`src/rtl/tap_timer_pkg.sv`:
```
package tap_timer_pkg;

  // Time-select code, {upper, lower} bit
  typedef enum logic [1:0] {
    SEL_MID    = 2'b00,
    SEL_LOW    = 2'b01,
    SEL_BYPASS = 2'b10,
    SEL_HIGH   = 2'b11
  } tapSel_e;

  // Strobes from control to datapath
  typedef struct packed {
    logic clrAll;   // clear every counter stage
    logic bypass;   // upper stages count on every clock
  } dpStrobe_t;

endpackage

```
`src/rtl/tap_timer_dp.sv`:
```
module tap_timer_dp
  import tap_timer_pkg::*;
#(
  parameter int STAGES    = 16,
  parameter int SKIP      = 8,
  parameter int MID_STAGE = 13,
  parameter int LOW_STAGE = 10
) (
  input  logic       clk,
  input  dpStrobe_t  strobe,
  input  tapSel_e    tapSel,
  output logic       tapBit
);

  localparam int UPPER = STAGES - SKIP;

  logic [SKIP-1:0]   lowCnt;
  logic [UPPER-1:0]  highCnt;
  logic              lowWrap;
  logic [STAGES-1:0] fullCnt;

  assign lowWrap = &lowCnt;
  assign fullCnt = {highCnt, lowCnt};

  // Prescaler stages: frozen while bypassed
  always_ff @(posedge clk) begin
    if (strobe.clrAll)       lowCnt <= '0;
    else if (!strobe.bypass) lowCnt <= lowCnt + 1'b1;
  end

  // Upper stages: fed by the prescaler carry or straight from the clock
  always_ff @(posedge clk) begin
    if (strobe.clrAll)                   highCnt <= '0;
    else if (strobe.bypass || lowWrap)   highCnt <= highCnt + 1'b1;
  end

  // Tap multiplexer; both upper codes read the last stage
  always_comb begin
    unique case (tapSel)
      SEL_MID:             tapBit = fullCnt[MID_STAGE-1];
      SEL_LOW:             tapBit = fullCnt[LOW_STAGE-1];
      SEL_BYPASS, SEL_HIGH: tapBit = fullCnt[STAGES-1];
      default:             tapBit = 1'b0;
    endcase
  end

endmodule

```
`src/rtl/tap_timer_ctrl.sv`:
```
module tap_timer_ctrl
  import tap_timer_pkg::*;
(
  input  logic       clk,
  input  logic       mstReset,
  input  logic       porReq,
  input  logic       autoRstOff,
  input  logic       tsA,
  input  logic       tsB,
  input  logic       modeRun,
  input  logic       polSel,
  input  logic       tapBit,
  output dpStrobe_t  strobe,
  output tapSel_e    tapSel,
  output logic       timerOut
);

  logic resetActive;
  logic modePrev;
  logic modeChg;
  logic doneLatch;
  logic levelRaw;

  assign resetActive = mstReset | (porReq & ~autoRstOff);
  assign tapSel      = tapSel_e'({tsA, tsB});

  // Mode-level change detector for rearm
  always_ff @(posedge clk) modePrev <= modeRun;
  assign modeChg = modeRun ^ modePrev;

  assign strobe.clrAll = resetActive | modeChg;
  assign strobe.bypass = (tapSel == SEL_BYPASS);

  // Single-cycle latch: sets on the first high tap, cleared by a restart
  always_ff @(posedge clk) begin
    if (strobe.clrAll)           doneLatch <= 1'b0;
    else if (!modeRun && tapBit) doneLatch <= 1'b1;
  end

  assign levelRaw = modeRun ? tapBit : (doneLatch | tapBit);
  assign timerOut = resetActive ? polSel : (polSel ^ levelRaw);

endmodule

```
`src/rtl/tap_interval_timer.sv`:
```
module tap_interval_timer
  import tap_timer_pkg::*;
#(
  parameter int STAGES    = 16,
  parameter int SKIP      = 8,
  parameter int MID_STAGE = 13,
  parameter int LOW_STAGE = 10
) (
  input  logic clk,
  input  logic mstReset,
  input  logic porReq,
  input  logic autoRstOff,
  input  logic tsA,
  input  logic tsB,
  input  logic modeRun,
  input  logic polSel,
  output logic timerOut
);

  dpStrobe_t strobe;
  tapSel_e   tapSel;
  logic      tapBit;

  tap_timer_ctrl u_ctrl (
    .clk        (clk),
    .mstReset   (mstReset),
    .porReq     (porReq),
    .autoRstOff (autoRstOff),
    .tsA        (tsA),
    .tsB        (tsB),
    .modeRun    (modeRun),
    .polSel     (polSel),
    .tapBit     (tapBit),
    .strobe     (strobe),
    .tapSel     (tapSel),
    .timerOut   (timerOut)
  );

  tap_timer_dp #(
    .STAGES    (STAGES),
    .SKIP      (SKIP),
    .MID_STAGE (MID_STAGE),
    .LOW_STAGE (LOW_STAGE)
  ) u_dp (
    .clk    (clk),
    .strobe (strobe),
    .tapSel (tapSel),
    .tapBit (tapBit)
  );

endmodule

```
`config.mk`:
```
export PLATFORM = sky130hd
export DESIGN_NAME = tap_interval_timer
export DESIGN_NICKNAME = d
export VERILOG_FILES = /design/src/rtl/tap_timer_pkg.sv /design/src/rtl/tap_timer_dp.sv /design/src/rtl/tap_timer_ctrl.sv /design/src/rtl/tap_interval_timer.sv
export SDC_FILE = /design/constraint.sdc
export NUM_CORES = 1
export LEC_CHECK = 0
export ABC_CLOCK_PERIOD_IN_PS = 3100
export BUFFER_PORTS_ARGS = -buffer_cell sky130_fd_sc_hd__buf_2
export CAP_MARGIN = 25
export CELL_PAD_IN_SITES_DETAIL_PLACEMENT = 1
export CELL_PAD_IN_SITES_GLOBAL_PLACEMENT = 1
export CORE_MARGIN = 1
export CORE_UTILIZATION = 45
export DETAILED_ROUTE_END_ITERATION = 7
export PLACE_DENSITY = 0.8
export SLEW_MARGIN = 20
export SYNTH_ARGS = -nofsm -noshare
export SYNTH_HDL_FRONTEND = slang
export SYNTH_SLANG_ARGS = --single-unit
export TNS_END_PERCENT = 10
```
`constraint.sdc`:
```
create_clock -name clk -period 3.1 [get_ports clk]
set_input_delay 0 -clock clk [delete_from_list [all_inputs] [get_ports clk]]
set_output_delay 0 -clock clk [all_outputs]
set_load 0.05 [all_outputs]
```
==> flow_metrics.tcl, run 1 <==
set metrics [dict create \
    cp-end-kind "flip-flop" \
    gp_congestion 0.765 \
    nNetsFinal 117 \
    crit_path_max_fanout 14 \
    cap_viol_max_count 0 \
    grt_pass1_vias 664 \
    rsz0062_at_grt "no" \
    holdPathEnd "u_ctrl.doneLatch" \
    antenna_found_initial 0 \
    rr_worst_depth 4 \
    fin_crit_ns 1.72 \
    die_h_microns 45.5 \
    synth.most_common_cell "dfxtp_1" \
    p_comb_share_pct 7.4 \
    slew_headroom_pct 60.7 \
    drtIter0Drc 11 \
    drc 0 \
    syn-instance-count 95 \
    clkTransAtPathRegs_ns 0.11 \
    fin_worst_skew_ns 0.00815 \
    wl_per_cell_microns 13.9 \
    irDropWorstVdd_v 0.000312 \
    worstReg2RegStart "u_dp.lowCnt[3]" \
    async_flop_share_pct 0 \
    top_layer "met4" \
    grt_pass1_wl_microns 2900 \
    clock_latency_ns 0.30 \
    clockBufferDepth 2 \
    power_density_nw_per_um2 435 \
    numPortBuffers 8 \
    numCtsBuffers 3 \
    p_seq_share_pct 57.0 \
    route.layer.met1.wl_microns 818 \
    yosys.area.top_type_share_pct 42.3 \
    wl_met3_microns 76 \
    core-area_sq_um 1750 \
    antenna_left 0 \
    yosysWarnings 0 \
    ys_seq_area_share_pct 42.3 \
    drive_gt1_share_pct 17.9 \
    dr.pass1.iters 3 \
    synthDistinctLibCells 27 \
    clockPowerShare_pct 35.6 \
    switching_share_pct 23.4 \
    syn2layout_area_growth_pct 11.7 \
    ios 9 \
    status "complete, no violations" \
    num_rows 15 \
    setup_violations 0 \
    track_usage_pct 20.8 \
    hold_viol_final 0 \
    wl_met2_microns 888 \
    overflow 0 \
    syn_area_sq_um 852 \
    die_x_microns 45.5 \
    max_slew.worst_pin.slew_ns 0.588 \
    switching_power_uw 97.0 \
    drv_slew 0 \
    cts_sinks 18 \
    cts_tree "yes" \
    syn_area_per_cell_sq_um 8.97 \
    r2r-end "u_dp.highCnt[7]" \
    design.die.area_sq_um 2070 \
    floorplan.initialDensity_pct 48.8 \
    r2r_slack_ns 1.38 \
    critPathLaunchType "flip-flop" \
    synth_top_flop_cell "dfxtp_1" \
    dpl.hpwl_microns 1270 \
    clock.fmax_mhz 582 \
    cts_root_buffer "clkbuf_4" \
    intPower_uw 317 \
    fin_setup_tns_ns 0 \
    leakagePower_uw 0.000327 \
    synth.ff_latch_count 18 \
    hp-class "primary input to flip-flop" \
    synth_fp_nets 105 \
    fin_crit_sh_pct 55.4 \
    cp.required_ns 3.32 \
    synth_area_leaders "dfxtp_1, a21oi_1, xnor2_1, o21ai_0, xor2_1" \
    finalPower_uw 414 \
    drt_wl_total_microns 1820 \
    diodes 0 \
    grt_max_degree 18 \
    via_per_inst 5.39 \
    hold_depth 5 \
    synth-edff-count 0 \
    ys_top_cells_by_count "dfxtp_1, a21oi_1, nand2_1, nor2_1, o21ai_0" \
    routed-via-count 706 \
    synth_top_area_cell "dfxtp_1" \
    min-delay-start "tsA" \
    path_class "flip-flop to flip-flop" \
    htree_levels 1 \
    worstPathArrival_ns 1.94 \
]
state kept, by name, summed over array words and instances, names as in the netlist:
signal and count:
u_dp.lowCnt 8, u_dp.highCnt 8, u_ctrl.doneLatch 1, u_ctrl.modePrev 1
power groups by stage:
stage / combinational (uW) / sequential, uW / clock (uW)
3_5_place_dp: 29.6 / 241 / 0
4_1_cts: 31.0 / 236 / 154
6_report: 30.5 / 236 / 147
5_1_grt: 34.0 / 236 / 164
2_1_floorplan: 20.5 / 241 / 0
3_3_place_gp: 28.5 / 241 / 0
layer usage:
layer	vias to the layer above	track usage, %
met5	-	0
met4	0	10.9
met3	4	7.14
met2	12	35.1
met1	334	22.6
li1	356	-
worst max path at each step:
stage                    start         endpoint  slack (ns)
2_1_floorplan  u_dp.highCnt[1]         timerOut        1.54
3_3_place_gp    u_dp.lowCnt[0]  u_dp.highCnt[7]        1.50
3_5_place_dp    u_dp.lowCnt[0]  u_dp.highCnt[7]        1.41
4_1_cts        u_dp.highCnt[1]         timerOut        1.38
5_1_grt         u_dp.lowCnt[0]  u_dp.highCnt[5]        1.26
6_report        u_dp.lowCnt[3]  u_dp.highCnt[7]        1.38
layout by cell type, fill, tap and decap left out:
cell type       n
nor2b_1         1
or3_1           2
and4_1          1
and4_4          1
nand3_1         4
dlygate4sd3_1   1
nor3_1          1
and2b_2         1
buf_2           8
dfxtp_1        18
nor3b_1         1
and3_2          1
or4_1           2
clkbuf_8        1
nand4_1         2
o21ai_0         7
or3_2           3
nand2_1         9
a41oi_4         1
nand2b_1        1
clkbuf_4        3
inv_1           3
o31ai_1         2
mux2i_1         2
ha_1            2
nor2_1          9
xnor2_1         5
a21oi_1        10
xor2_1          4
per-stage QoR:
stage / utilization (%) / cell area (sq um) / hold WS, ns / std cells / worst slack (ns)
2_1_floorplan: - / 852 / 0.0277 / 95 / 1.54
4_1_cts: 54.6 / 952 / 0.160 / 131 / 1.38
3_3_place_gp: 51.9 / 906 / 0.157 / 126 / 1.50
5_1_grt: 54.6 / 952 / 0.171 / 131 / 1.26
3_5_place_dp: 51.9 / 906 / 0.162 / 126 / 1.41
6_report: 54.6 / 952 / 0.162 / 131 / 1.38
cell type report:
type	instances	area, sq um
timing repair buffer	9	50.0
tap	25	31.3
fill	225	793
inverter	3	11.3
multi-input combinational	72	463
clock buffer	4	36.3
sequential	18	360
worst max-delay path: stages, from the launching register on:
cell	delay, ns
dfxtp_1	0.41
and4_4	0.26
a41oi_4	0.24
or4_1	0.57
a21oi_1	0.15
timing repair:
item / 4_1_cts / 5_1_grt
resized for setup: 0 / 0
setup buffers: 0 / 0
endpoints found under the hold margin: 1 / 0
hold buffers: 1 / 0
cells by family after synthesis:
logic type	after synthesis	synth area share, %
and+or+nand+nor	39	24.8
AOI/OAI and AO/OA	20	15.0
DFF	18	42.3
xor gates and xnor gates	9	9.25
buffers and inverters	5	3.38
muxes	2	2.35
adders and majority gates	2	2.94
(Power assumes the default switching activity.)
==> inputs of run 2 (changes only) <==
--- a/config.mk
+++ b/config.mk
@@ -5,15 +5,16 @@
 export SDC_FILE = /design/constraint.sdc
 export NUM_CORES = 1
 export LEC_CHECK = 0
-export ABC_CLOCK_PERIOD_IN_PS = 3100
+export ABC_AREA = 1
+export ABC_CLOCK_PERIOD_IN_PS = 1400
 export BUFFER_PORTS_ARGS = -buffer_cell sky130_fd_sc_hd__buf_2
 export CAP_MARGIN = 25
 export CELL_PAD_IN_SITES_DETAIL_PLACEMENT = 1
 export CELL_PAD_IN_SITES_GLOBAL_PLACEMENT = 1
 export CORE_MARGIN = 1
-export CORE_UTILIZATION = 45
+export CORE_UTILIZATION = 36
 export DETAILED_ROUTE_END_ITERATION = 7
-export PLACE_DENSITY = 0.8
+export PLACE_DENSITY = 0.73
 export SLEW_MARGIN = 20
 export SYNTH_ARGS = -nofsm -noshare
 export SYNTH_HDL_FRONTEND = slang
==> constraint.sdc (replaced) <==
create_clock -name clk -period 1.4 [get_ports clk]
set_input_delay 0 -clock clk [delete_from_list [all_inputs] [get_ports clk]]
set_output_delay 0 -clock clk [all_outputs]
set_load 0.05 [all_outputs]
==> run 2 against run 1 <==
- setup slack lost 1.3 ns
- sequential power is 120% higher
- clock skew fell by 0.0051 ns
- flip-flop and latch count is the same
- clock power is 78% higher
- critical path depth increased by 3
- synthesized area up 8.7%
- first-iteration DRC count rose by 9.1%
- global-route usage decreased by 2.3 points
- via count increased by 32%
- final area rose by 20%
- critical endpoint is now timerOut
- highest routed layer unchanged
==> flow_metrics.tcl, run 2 <==
set metrics [dict create \
    crit_path_max_fanout 3 \
    nNetsFinal 172 \
    fin_crit_sh_pct 94.6 \
    htree_levels 1 \
    syn_area_sq_um 926 \
    finish.utilization_pct 46.4 \
    slew_headroom_pct 68.3 \
    rr_worst_depth 6 \
    power_density_nw_per_um2 780 \
    syn2layout_area_growth_pct 23.1 \
    leakagePower_uw 0.000504 \
    r2r-end "u_dp.highCnt[6]" \
    grt_pass1_wl_microns 3730 \
    synth_top_area_cell "dfxtp_1" \
    fin_crit_ns 1.32 \
    clkTransAtPathRegs_ns 0.10 \
    min-delay-start "tsB" \
    synth_fp_nets 151 \
    numPortBuffers 8 \
    status "complete, no violations" \
    worstReg2RegStart "u_dp.highCnt[0]" \
    synth-edff-count 0 \
    dp_cells 180 \
    ys_top_cells_by_count "nand2_1, inv_1, dfxtp_1, nor2_1, nand3_1" \
    critPathLaunchType "flip-flop" \
    syn_area_per_cell_sq_um 6.57 \
    dpl.hpwl_microns 1620 \
    drc 0 \
    antenna_left 0 \
    via_per_inst 4.91 \
    postPlaceCellArea_sq_um 1010 \
    drive_gt1_share_pct 21.3 \
    max_slew.worst_pin.slew_ns 0.474 \
    wl_per_cell_microns 12.6 \
    grt_max_degree 13 \
    synthDistinctLibCells 19 \
    floorplan.initialDensity_pct 37.7 \
    synth_simple_gate_area_share_pct 37.6 \
    cap_viol_max_count 0 \
    synth_compound_area_share_pct 9.19 \
    synthAdderAreaFrac_pct 2.70 \
    cts_sinks 18 \
    clock.fmax_mhz 755 \
    numCtsBuffers 3 \
    synth_area_leaders "dfxtp_1, nand2_1, inv_1, nand3_1, nor2_1" \
    ios 9 \
    drtIter0Drc 12 \
    n_fill_cell 335 \
    overflow 0 \
    holdPathEnd "u_dp.lowCnt[1]" \
    synth_xor_area_share_pct 1.89 \
    cp-end-kind "primary output" \
    async_flop_share_pct 0 \
    synth.ff_latch_count 18 \
    synth_top_flop_cell "dfxtp_1" \
    reg.largest.list "u_dp.highCnt x8, u_dp.lowCnt x8" \
    num_rows 18 \
    grt_pass1_vias 898 \
    design.die.area_sq_um 2780 \
    setup_violations 0 \
    final_cell_mix "nand2_1, inv_1, nor2_1, dfxtp_1" \
    cts_root_buffer "clkbuf_4" \
    gp_congestion 0.778 \
    layout_commonest_cell "nand2_1" \
    ys_seq_area_share_pct 38.9 \
    track_usage_pct 18.4 \
    synth_top_family_by_area "simple AND/OR/NAND/NOR gates" \
    synthMuxAreaShare_pct 0 \
    path_class "flip-flop to primary output" \
    yosys.area.top_type_share_pct 38.9 \
    hp-class "primary input to flip-flop" \
    hold_depth 4 \
    die_x_microns 52.7 \
    fin_ws_ns 0.0752 \
    design_area_sq_um 1140 \
    cp.required_ns 1.40 \
    antenna_found_initial 0 \
    irDropWorstVdd_v 0.000707 \
    worstPathArrival_ns 1.32 \
    hold_viol_final 0 \
    finalNonFillerCells 190 \
    dp_slack_ns 0.0121 \
    yosysWarnings 0 \
    die_h_microns 52.7 \
    core-area_sq_um 2450 \
    dr.pass1.iters 4 \
    cts_tree "yes" \
    syn-instance-count 141 \
    diodes 0 \
    synth.most_common_cell "nand2_1" \
    drv_slew 0 \
    drt_wl_total_microns 2400 \
    clock_latency_ns 0.29 \
    r2r_slack_ns 0.14 \
    fin_worst_skew_ns 0.00301 \
    clockBufferDepth 2 \
    routed-via-count 932 \
]
run 2: cell count changes after synthesis, moves of 4 or more:
cell,change
o21ai_0,-5
xor2_1,-4
nand3_1,+10
inv_1,+16
nand2_1,+30
nor2_1,+8
run 2: cell families after synthesis:
kind of cell / Yosys count
AOI/OAI and AO/OA: 16
xor gates and xnor gates: 2
adders and majority gates: 2
buffers and inverters: 22
DFF: 18
and+or+nand+nor: 81
run 2: stage by stage:
step / setup TNS [ns] / power (uW) / hold WS (ns)
after floorplan: 0 / 589 / 0.0277
after global placement: 0 / 617 / 0.151
after detailed placement: 0 / 621 / 0.145
after CTS: 0 / 892 / 0.000878
after global routing: -0.00586 / 933 / 0.0461
final: 0 / 889 / 0.0182
run 2: layer usage:
metal  track usage [%]  wire length [microns]  vias up
met2              32.5                   1220        4
met5                 0                      0        -
li1                  -                      -      487
met1              20.8                   1110      439
met4              4.39                     13        0
met3              6.67                     50        2
run 2: cell type report:
cell class	count	area [sq um]	area share (%)
Multi-Input combinational cell	102	519	45.6
Sequential cell	18	365	32.1
Timing Repair Buffer	17	120	10.5
Inverter	20	75.1	6.59
Tap cell	30	37.5	3.29
Clock buffer	3	22.5	1.98
run 2: critical path, cell delays in order, from the launching register on:
cell and delay, ns:
dfxtp_2 0.37, inv_1 0.07, nand2_1 0.08, nand3_2 0.10, nand3_2 0.08, nand3b_1 0.08, nand2_1 0.10, buf_6 0.16
run 2: worst max path at each step:
stage,start,depth (start not counted),to
global route,u_dp.highCnt[4],8,timerOut
CTS,u_dp.highCnt[1],9,timerOut
floorplan,u_dp.lowCnt[0],9,u_dp.highCnt[6]
detailed placement,u_dp.lowCnt[1],8,u_dp.highCnt[6]
finish,u_dp.highCnt[4],7,timerOut
global placement,u_dp.lowCnt[1],8,u_dp.highCnt[6]
run 2: what timing repair did:
action | 4_1_cts | 5_1_grt
setup buffers | 0 | 5
hold endpoints to repair | 2 | 0
cloned | 0 | 1
pin swaps | 0 | 3
hold buffers | 1 | 0
endpoints found under the setup margin | 5 | 9
gates resized for setup | 3 | 13
run 2: power by group:
group | total, uW | switching (uW) | internal (uW)
combinational | 103 | 63.3 | 39.9
clock | 262 | 162 | 100
sequential | 523 | 5.18 | 518
==> inputs of run 3 (changes only) <==
==> constraint.sdc (replaced) <==
create_clock -name clk -period 1.4 [get_ports clk]
set_input_delay 0.07 -clock clk [delete_from_list [all_inputs] [get_ports clk]]
set_output_delay 0.07 -clock clk [all_outputs]
set_load 0.05 [all_outputs]
==> run 3 against run 2 <==
- combinational power shrank 5%
- maximum frequency shrank 2.0%
- register-to-register slack lost 0.04 ns
- flip-flop and latch count is the same
- clock power grew 2%
- critical path type unchanged
==> flow_metrics.tcl, run 3 (same netlist as run 2, synthesis figures left out) <==
set metrics [dict create \
    setup_violations 0 \
    drc 0 \
    top_layer "met4" \
    cts_root_buffer "clkbuf_4" \
    design.die.area_sq_um 2780 \
    critPathLaunchType "flip-flop" \
    finalPower_uw 887 \
    switching_share_pct 26.1 \
    wl_met2_microns 1170 \
    htree_levels 1 \
    syn2layout_area_growth_pct 17.6 \
    reg.largest.list "u_dp.highCnt x8, u_dp.lowCnt x8" \
    hp-class "primary input to flip-flop" \
    nNetsFinal 168 \
    antenna_found_initial 0 \
    cap_viol_max_count 0 \
    slew_headroom_pct 70.7 \
    layout_commonest_cell "nand2_1" \
    gp_congestion 0.777 \
    crit_path_max_fanout 4 \
    core-area_sq_um 2450 \
    grt_max_degree 13 \
    clockPowerShare_pct 30.0 \
    clockBufferDepth 2 \
    status "complete, no violations" \
    p_comb_share_pct 11.1 \
    leakagePower_uw 0.000468 \
    floorplan.initialDensity_pct 37.7 \
    die_x_microns 52.7 \
    numCtsBuffers 3 \
    wl_per_cell_microns 12.4 \
    max_slew.worst_pin.slew_ns 0.438 \
    wl_met3_microns 26 \
    routed-via-count 913 \
    clock_latency_ns 0.30 \
    cts_tree "yes" \
    hold_viol_final 0 \
    worstPathArrival_ns 1.28 \
    numPortBuffers 8 \
    diodes 0 \
    final_cell_mix "nand2_1, inv_1, nor2_1, dfxtp_1" \
    irDropWorstVdd_v 0.000469 \
    power_density_nw_per_um2 815 \
    fin_worst_skew_ns 0.00555 \
    overflow 0 \
    antenna_left 0 \
    cts_sinks 18 \
    grt_pass1_vias 858 \
    fin_crit_sh_pct 96.5 \
    drive_gt1_share_pct 17.9 \
    n_fill_cell 331 \
    cp.required_ns 1.33 \
    drv_slew 0 \
    fin_setup_tns_ns 0 \
    ios 9 \
    clock.fmax_mhz 740 \
    fin_crit_ns 1.35 \
    switching_power_uw 232 \
    track_usage_pct 18.5 \
    grt_pass1_wl_microns 3680 \
    dr.pass1.iters 2 \
    p_seq_share_pct 58.9 \
    num_rows 18 \
    dpl.hpwl_microns 1630 \
    cp-end-kind "primary output" \
    drtIter0Drc 8 \
    intPower_uw 655 \
    clkTransAtPathRegs_ns 0.11 \
    route.layer.met1.wl_microns 1090 \
    path_class "flip-flop to primary output" \
    drt_wl_total_microns 2320 \
    via_per_inst 4.91 \
    die_h_microns 52.7 \
]
run 3: metrics by stage:
stage | std cells | instance area, sq um | hold WS, ns | setup WS (ns) | utilization, %
final | 186 | 1090 | 0.0651 | 0.0488 | 44.3
after global routing | 186 | 1090 | 0.112 | -0.0150 | 44.3
after CTS | 183 | 1050 | 0.0578 | 0.0149 | 42.8
after detailed placement | 179 | 1000 | 0.217 | -0.0247 | 40.9
after global placement | 179 | 1000 | 0.221 | 0.0825 | 40.9
after floorplan | 141 | 926 | 0.0977 | 0.119 | -
run 3: worst paths after layout:
| kind | endpoint | cells after the start | slack [ns] | from |
|---|---|---|---|---|
| max | timerOut | 8 | 0.05 | u_dp.highCnt[1] |
| min | u_dp.lowCnt[1] | 4 | 0.07 | tsB |
| max reg2reg | u_dp.highCnt[5] | 8 | 0.10 | u_dp.lowCnt[1] |
| min reg2reg | u_ctrl.doneLatch | 2 | 0.46 | u_ctrl.doneLatch |
run 3: layout make-up:
cell class	count	area, sq um	area share, %
Sequential cell	18	365	33.6
Tap cell	30	37.5	3.45
Multi-Input combinational cell	102	499	45.9
Clock buffer	3	22.5	2.07
Timing Repair Buffer	13	88.8	8.16
Inverter	20	75.1	6.90
run 3: critical path: stages, from the launching register on:
cell	delay, ns
dfxtp_2	0.38
inv_1	0.05
nand2_1	0.06
nand3_2	0.08
nand3_2	0.08
nand2_1	0.05
nand2_1	0.06
nand2_1	0.06
buf_6	0.15
run 3: layer usage:
| metal | GRT usage [%] | vias up |
|---|---|---|
| met5 | 0 | - |
| li1 | - | 476 |
| met3 | 2.61 | 4 |
| met2 | 30.6 | 3 |
| met4 | 9.21 | 0 |
| met1 | 22.9 | 430 |
run 3: what timing repair did:
item,4_1_cts,5_1_grt
pin swaps,0,3
buffers inserted,0,3
resized for setup,5,6
endpoints found under the setup margin,5,9
endpoints found under the hold margin,1,0
hold buffers,1,0
gates cloned,0,1
run 3: power groups by stage:
stage / registers [uW] / clock network [uW] / logic, uW
floorplan: 533 / 0 / 56.3
global placement: 533 / 0 / 83.7
detailed placement: 534 / 0 / 87.0
CTS: 522 / 286 / 93.7
global route: 524 / 298 / 107
finish: 523 / 266 / 98.1
